--- config.mk ---
export PLATFORM = sky130hd
export DESIGN_NAME = bounce_bcd_counter
export DESIGN_NICKNAME = d
export VERILOG_FILES = /design/src/rtl/bounce_bcd_pkg.sv /design/src/rtl/bcd_digit_step.sv /design/src/rtl/bounce_turn.sv /design/src/rtl/bounce_bcd_counter.sv
export SDC_FILE = /design/constraint.sdc
export NUM_CORES = 1
export LEC_CHECK = 0
export ABC_AREA = 1
export BUFFER_PORTS_ARGS = -buffer_cell sky130_fd_sc_hd__buf_2
export CORE_ASPECT_RATIO = 1.25
export CORE_MARGIN = 3
export CORE_UTILIZATION = 27
export CTS_CLUSTER_SIZE = 40
export DETAILED_ROUTE_END_ITERATION = 10
export GPL_TIMING_DRIVEN = 0
export MAX_ROUTING_LAYER = met4
export SYNTH_ARGS = -nofsm -noshare
export SYNTH_HDL_FRONTEND = slang
export SYNTH_SLANG_ARGS = --single-unit
--- constraint.sdc ---
create_clock -name clk -period 3.2 [get_ports clk]
set_clock_uncertainty 0.1 [all_clocks]
set_input_delay 0.48 -clock clk [delete_from_list [all_inputs] [get_ports clk]]
set_output_delay 0.48 -clock clk [all_outputs]
set_load 0.005 [all_outputs]
--- src/rtl/bounce_bcd_pkg.sv ---
package bounce_bcd_pkg;
   typedef enum logic {
      DIR_UP = 1'b0,
      DIR_DN = 1'b1
   } dir_e;

   localparam int DEC_RADIX = 10;
endpackage

--- src/rtl/bcd_digit_step.sv ---
module bcd_digit_step #(
   parameter int W     = 4,
   parameter int RADIX = 10
) (
   input  logic [W-1:0] digit_i,
   input  logic         step_i,
   input  logic         down_i,
   output logic [W-1:0] digit_o,
   output logic         ripple_o
);
   localparam logic [W-1:0] LAST = W'(RADIX - 1);

   if (RADIX < 2 || RADIX > (1 << W)) begin : g_bad_radix
      $error("bcd_digit_step: RADIX does not fit W");
   end

   always_comb begin
      digit_o  = digit_i;
      ripple_o = 1'b0;
      if (step_i) begin
         if (down_i) begin
            if (digit_i == '0) begin
               digit_o  = LAST;
               ripple_o = 1'b1;
            end else begin
               digit_o = digit_i - 1'b1;
            end
         end else begin
            if (digit_i == LAST) begin
               digit_o  = '0;
               ripple_o = 1'b1;
            end else begin
               digit_o = digit_i + 1'b1;
            end
         end
      end
   end
endmodule

--- src/rtl/bounce_turn.sv ---
module bounce_turn
   import bounce_bcd_pkg::*;
#(
   parameter int ONES_W   = 4,
   parameter int TENS_W   = 3,
   parameter int TOP_ONES = 7,
   parameter int TOP_TENS = 6
) (
   input  dir_e              dir_i,
   input  logic [ONES_W-1:0] ones_nx_i,
   input  logic [TENS_W-1:0] tens_nx_i,
   output dir_e              dir_o
);
   localparam logic [ONES_W-1:0] HI_ONES = ONES_W'(TOP_ONES);
   localparam logic [TENS_W-1:0] HI_TENS = TENS_W'(TOP_TENS);

   logic at_top, at_bottom;

   always_comb begin
      at_top    = (ones_nx_i == HI_ONES) && (tens_nx_i == HI_TENS);
      at_bottom = (ones_nx_i == '0) && (tens_nx_i == '0);
      dir_o     = dir_i;
      if (dir_i == DIR_UP && at_top)    dir_o = DIR_DN;
      if (dir_i == DIR_DN && at_bottom) dir_o = DIR_UP;
   end
endmodule

--- src/rtl/bounce_bcd_counter.sv ---
module bounce_bcd_counter
   import bounce_bcd_pkg::*;
#(
   parameter int ONES_W   = 4,
   parameter int TENS_W   = 3,
   parameter int OUT_W    = 4,
   parameter int TOP_ONES = 7,
   parameter int TOP_TENS = 6
) (
   input  logic             clk,
   input  logic             rst,
   input  logic             en,
   input  logic             load,
   output logic [OUT_W-1:0] ones_o,
   output logic [OUT_W-1:0] tens_o,
   output logic             dir_o
);
   localparam logic [ONES_W-1:0] PRE_ONES = ONES_W'(TOP_ONES);
   localparam logic [TENS_W-1:0] PRE_TENS = TENS_W'(TOP_TENS);

   if (TOP_ONES > DEC_RADIX - 1) begin : g_bad_top_ones
      $error("bounce_bcd_counter: TOP_ONES must be a decimal digit");
   end
   if (TOP_TENS >= (1 << TENS_W) || TOP_TENS > DEC_RADIX - 1) begin : g_bad_top_tens
      $error("bounce_bcd_counter: TOP_TENS does not fit TENS_W");
   end
   if (OUT_W < ONES_W || OUT_W < TENS_W) begin : g_bad_out_w
      $error("bounce_bcd_counter: OUT_W narrower than a digit");
   end
   if (ONES_W < 4) begin : g_bad_ones_w
      $error("bounce_bcd_counter: ONES_W must hold 0..9");
   end

   logic [ONES_W-1:0] ones_q, ones_nx;
   logic [TENS_W-1:0] tens_q, tens_nx;
   dir_e              dir_q, dir_nx;
   logic              ones_rip, tens_rip;
   logic              going_down;

   assign going_down = (dir_q == DIR_DN);

   bcd_digit_step #(.W(ONES_W), .RADIX(DEC_RADIX)) u_ones (
      .digit_i (ones_q),
      .step_i  (1'b1),
      .down_i  (going_down),
      .digit_o (ones_nx),
      .ripple_o(ones_rip)
   );

   bcd_digit_step #(.W(TENS_W), .RADIX(TOP_TENS + 1)) u_tens (
      .digit_i (tens_q),
      .step_i  (ones_rip),
      .down_i  (going_down),
      .digit_o (tens_nx),
      .ripple_o(tens_rip)
   );

   bounce_turn #(
      .ONES_W(ONES_W), .TENS_W(TENS_W),
      .TOP_ONES(TOP_ONES), .TOP_TENS(TOP_TENS)
   ) u_turn (
      .dir_i    (dir_q),
      .ones_nx_i(ones_nx),
      .tens_nx_i(tens_nx),
      .dir_o    (dir_nx)
   );

   always_ff @(posedge clk) begin
      if (rst || load) begin
         ones_q <= PRE_ONES;
         tens_q <= PRE_TENS;
         dir_q  <= DIR_DN;
      end else if (en) begin
         ones_q <= ones_nx;
         tens_q <= tens_nx;
         dir_q  <= dir_nx;
      end
   end

   if (OUT_W == ONES_W) begin : g_ones_same
      assign ones_o = ones_q;
   end else begin : g_ones_ext
      assign ones_o = {{(OUT_W - ONES_W){1'b0}}, ones_q};
   end

   if (OUT_W == TENS_W) begin : g_tens_same
      assign tens_o = tens_q;
   end else begin : g_tens_ext
      assign tens_o = {{(OUT_W - TENS_W){1'b0}}, tens_q};
   end

   assign dir_o = dir_q;

   logic unused_rip;
   assign unused_rip = tens_rip;
endmodule

==> impl_metrics.yaml, run 1 <==
route:
  firstDrtPassIters: 4
  drt_iter0_drc: 18
  ant_nets: 0
  wl_um: 1610
  drt-wirelength-per-cell_um: 9.39
  routed-via-count: 770
  vias_per_cell: 4.50
  drc_errors: 0
synth:
  yosys_register_bits: 8
  ys_types: 19
  syn_inst: 124
  synthXorXnorAreaFrac: 0
  yosys_warnings: 0
  muxShareOfSynthArea: 0
  postSynthAreaPerCell_um2: 5.79
  ys_seq_area_frac: 0.223
  synth_area_leader_cell: "dfxtp_1"
  syn-num-nets: 133
  synth-compound-area-share: 0.146
  synth_top_family_by_area: "simple AND/OR/NAND/NOR gates"
  syn-cell-area_um2: 718
  synthAdderAreaFrac: 0.0871
  synthSimpleGateAreaFrac: 0.432
  synth_top_area_share: 0.223
  synth_area_leaders: "dfxtp_1, nand2_1, ha_1, inv_1, a21oi_1"
setup_path:
  reg2regPathDepth: 12
  crit_chain: "inv_1, ha_1, nor2_1, nand2_1, nand2_1, nand2_1, o21ai_1, nor2_1, nand3_1, nand2_1, nand2_1, nand2_1"
  worst_r2r_endpoint: "dir_o$_SDFFE_PP1P_"
  cp.arrival_ps: 1800
  worst-path-stages: 12
  cp-endpoint: "dir_o$_SDFFE_PP1P_"
  crit_top_cell: "nand2_1"
  cp_slowest_cell: "dfxtp_1"
  critPathMaxStageDelay_ps: 400
  rrSetupSlack_ps: 1440
  critPathCaptureType: "flip-flop"
  r2r_start: "tens_q[0]$_SDFFE_PP0P_"
  crit_required_ps: 3240
  crit_family: "simple AND/OR/NAND/NOR gates"
  crit_type: "reg -> reg"
  cp-start-kind: "flip-flop"
  path_buf_inv: 1
  cp_max_fo: 6
  crit_start: "tens_q[0]$_SDFFE_PP0P_"
die:
  dieArea_mm2: 0.00332
  io_pins: 13
  die_h_um: 63.7
  die_x_um: 52.1
  core_mm2: 0.00248
  row_count: 20
  start_util: 0.290
finish:
  antenna_cells: 0
  drive_above_1_share: 0.181
  regArea_um2: 160
  area_growth_pct: 16.6
  fin_nets: 149
  n_fill_cell: 287
  fin_area_um2: 837
  multiInputGateArea_um2: 482
worst_hold_path:
  hp-class: "in -> reg"
  hp-start: "rst"
  holdPathStages: 3
pwr:
  max-vdd-ir-drop_uv: 127
  powerDensity_mw_per_mm2: 268
  leakage_nw: 0.455
flow_run:
  drv_cap: 0
global_route:
  grt_pass1_vias: 730
  use_met2: 0.198
  grt_util_met1: 0.125
  antenna_found_initial: 0
  overflow: 0
  grt_pass1_wl_um: 2920
  busiest_layer: "met2"
  grt_use_total: 0.115
  use_met3: 0.0142
  grt_max_degree: 11
sta:
  period_needed_ps: 1760
  post-route-period-util: 0.549
  fin_setup_tns_ps: 0
  fmax_ghz: 0.569
  hold_viol: 0
  timing.hold.ws_ps: 323
  slew_violations: 0
  setup_viol: 0
  rsz0062_at_grt: "no"
placement:
  place_area_um2: 815
  io_buffers: 11
  gp_congestion: 0.818
  dpl.hpwl_um: 1320
clock_network:
  cts_tree: "done"
  cts_buffer_depth: 2
  numCtsBuffers: 3
  cts.clk_slew.worst_paths_ps: 60
  cts_resized: 0
  post_cts_buffers: 0
  clkLatencyLatePin_ps: 260
  root_buffer: "clkbuf_4"
  clock_sinks: 8
  cts_htree_levels: 1
  postCtsHoldBufs: 0
run_status:
  status: "finished clean"
## cells by family (layout without fill, tap and decap cells)
group | Yosys count | count (layout)
buffers and inverters | 19 | 33
and+or+nand+nor | 70 | 70
adders and majority gates | 5 | 5
other | 1 | 1
DFF | 8 | 8
AOI/OAI and AO/OA | 21 | 21
## state kept, by name, indices dropped and copies added, names as in the netlist
register and flops:
dir_o 1, ones_o 4, tens_q 3
## cell usage in the layout (no fill, tap or decap), drive strengths merged
cell and instances:
nor2 13, inv 16, buf 13, dfxtp 8
nand4 2, conb 1, o21ai 10, ha 5
nand3 10, a21oi 11, clkbuf 4, nand2 45
## worst min path at each step
stage,end,slack (ps)
CTS,ones_o[0]$_SDFFE_PP1P_,320
global route,ones_o[0]$_SDFFE_PP1P_,340
finish,ones_o[0]$_SDFFE_PP1P_,320
global placement,ones_o[0]$_SDFFE_PP1P_,500
floorplan,ones_o[0]$_SDFFE_PP1P_,460
detailed placement,ones_o[0]$_SDFFE_PP1P_,520
## stage by stage
step	power, mW	cells	util	worst slack [ps]
2_1_floorplan	0.137	124	-	1610
3_3_place_gp	0.148	168	0.329	1510
3_5_place_dp	0.149	168	0.329	1460
4_1_cts	0.230	171	0.338	1440
5_1_grt	0.241	171	0.338	1210
6_report	0.225	171	0.338	1440
## worst min-delay path, delay by kind of cell
family	cells	cell delay, ps
AO/OA/AOI/OAI	1	60
AND/OR/NAND/NOR	1	40
buffers and inverters	1	80
## report_power, final
part | switching [mW] | internal [mW]
Combinational | 0.0233 | 0.0151
Sequential | 0.00572 | 0.103
Clock | 0.0347 | 0.0429
## layer usage
layer  routed length, um  vias to the layer above
met5                   0                        -
met2                 833                       10
li1                    -                      417
met3                  36                        5
met4                  31                        0
met1                 703                      338
## synthesized netlist by cell type
| cell | n |
|---|---|
| nand2_4 | 1 |
| inv_1 | 15 |
| nand2_2 | 5 |
| nor2_1 | 11 |
| a21oi_1 | 11 |
| inv_2 | 1 |
| ha_1 | 5 |
| nor2_4 | 1 |
| buf_2 | 1 |
| nand3_1 | 10 |
| nor2_2 | 1 |
| buf_4 | 1 |
| nand4_1 | 2 |
| clkbuf_1 | 1 |
| dfxtp_1 | 8 |
| conb_1 | 1 |
| nand2_1 | 39 |
| o21ai_0 | 9 |
| o21ai_1 | 1 |
## final cells by class
| type | instances | area share |
|---|---|---|
| clock buffer | 3 | 0.0269 |
| multi-input combinational | 97 | 0.575 |
| inverter | 16 | 0.0717 |
| sequential | 8 | 0.191 |
| tap | 33 | 0.0493 |
| timing repair buffer | 11 | 0.0658 |
| buffer | 3 | 0.0194 |
Note: power is estimated with default switching activity, not from simulation.
==> inputs of run 2 (changes only) <==
==> constraint.sdc (replaced) <==
create_clock -name clk -period 1.6 [get_ports clk]
set_clock_uncertainty 0.1 [all_clocks]
set_input_delay 0.24 -clock clk [delete_from_list [all_inputs] [get_ports clk]]
set_output_delay 0.24 -clock clk [all_outputs]
set_load 0.005 [all_outputs]
==> run 2 against run 1 <==
Net effect:
- first-iteration DRC count is 5.6% higher
- die area stayed put
- sequential share of layout area is 1.8 points lower
- fmax is 14% higher
==> impl_metrics.yaml, run 2 (synthesis results as in run 1) <==
route:
  vias_per_cell: 4.62
  drt-wirelength-per-cell_um: 10.1
  firstDrtPassIters: 4
  drc_errors: 0
  routed-via-count: 827
  ant_nets: 0
  drt_iter0_drc: 19
  wl_um: 1800
finish:
  largest_reg_flops: 4
  antenna_cells: 0
  multiInputGateArea_um2: 573
  layout_commonest_cell: "nand2_1"
  fin_nets: 157
  regArea_um2: 179
  n_fill_cell: 273
  drive_above_1_share: 0.377
  area_growth_pct: 43.9
  post-route-util: 0.417
  final_cell_mix: "nand2_1, inv_1, buf_2"
setup_path:
  cp.arrival_ps: 1590
  crit_type: "reg -> reg"
  critPathCaptureType: "flip-flop"
  cp_max_fo: 4
  crit_required_ps: 1650
  cp-start-kind: "flip-flop"
global_route:
  use_met2: 0.201
  grt_pass1_vias: 762
  overflow: 0
  use_met3: 0.0142
  grt_util_met1: 0.129
  busiest_layer: "met2"
  grt_pass1_wl_um: 3020
  antenna_found_initial: 0
  grt_use_total: 0.118
  grt_max_degree: 11
die:
  row_count: 20
  io_pins: 13
  die_x_um: 52.1
  core_mm2: 0.00248
  dieArea_mm2: 0.00332
  start_util: 0.290
  die_h_um: 63.7
sta:
  setup_viol: 0
  fin_setup_tns_ps: 0
  rsz0062_at_grt: "yes"
  period_needed_ps: 1540
  hold_viol: 0
  slew_violations: 0
  fmax_ghz: 0.649
  post-route-period-util: 0.963
flow_run:
  drv_cap: 0
pwr:
  powerDensity_mw_per_mm2: 454
  max-vdd-ir-drop_uv: 251
  leakage_nw: 0.503
  total_power_mw: 0.469
clock_network:
  numCtsBuffers: 3
  cts.clk_slew.worst_paths_ps: 60
  root_buffer: "clkbuf_4"
  postCtsHoldBufs: 0
  cts_htree_levels: 1
  clock_sinks: 8
  cts_tree: "done"
  clkLatencyLatePin_ps: 260
  cts_buffer_depth: 2
run_status:
  status: "finished clean"
placement:
  dpl.hpwl_um: 1320
  gp_congestion: 0.818
  io_buffers: 11
worst_hold_path:
  hp-class: "in -> reg"
## run 2: cell count changes in the layout (fill, tap and decap cells not counted), sizes merged
cell / change
buf: +8
## run 2: worst paths after layout
path / start / end / slack, ps / depth (start not counted)
worst max-delay path: tens_q[1]$_SDFFE_PP1P_ / dir_o$_SDFFE_PP1P_ / 60 / 12
worst min-delay path: rst / ones_o[0]$_SDFFE_PP1P_ / 80 / 3
worst max register to register: tens_q[1]$_SDFFE_PP1P_ / dir_o$_SDFFE_PP1P_ / 60 / 12
worst min register to register: ones_o[2]$_SDFFE_PP1P_ / ones_o[2]$_SDFFE_PP1P_ / 470 / 2
## run 2: where the power goes
part	internal, mW	switching (mW)	leakage, nW	total (mW)
Sequential	0.203	0.0147	0.0656	0.217
Combinational	0.0411	0.0541	0.423	0.0952
Clock	0.0860	0.0710	0.0138	0.157
## run 2: final cells by class
cell class,instances,share of cell area
Sequential cell,8,0.173
Tap cell,33,0.0400
Clock buffer,3,0.0218
Multi-Input combinational cell,97,0.554
Inverter,16,0.0702
Buffer,3,0.0218
Timing Repair Buffer,19,0.119
## run 2: worst max-delay path, stage by stage (launching register included)
cell	delay (ps)
dfxtp_4	400
inv_6	50
ha_4	150
nor2_2	90
nand2_1	60
nand2_1	70
nand2_2	60
nand3_2	50
nand2_1	50
nor2_1	80
nand2_1	80
a21oi_2	130
nand2_1	50
## run 2: metrics by stage
stage,setup WS [ps],std cells,area [um2],hold WS (ps)
CTS,8.11,173,866,77.2
global route,-55.8,179,1030,102
floorplan,8.73,124,718,240
finish,58.4,179,1030,82.4
detailed placement,-142,168,815,355
global placement,-93.0,168,815,345
## run 2: routing by layer
metal / routed length [um] / vias to the layer above
li1: - / 440
met1: 756 / 372
met2: 978 / 11
met3: 38 / 4
met4: 27 / 0
met5: 0 / -
## run 2: repair_timing
action / CTS / global route
buffers inserted: 2 / 6
gates resized for setup: 10 / 33
pin swaps: 0 / 8
endpoints found under the setup margin: 2 / 3
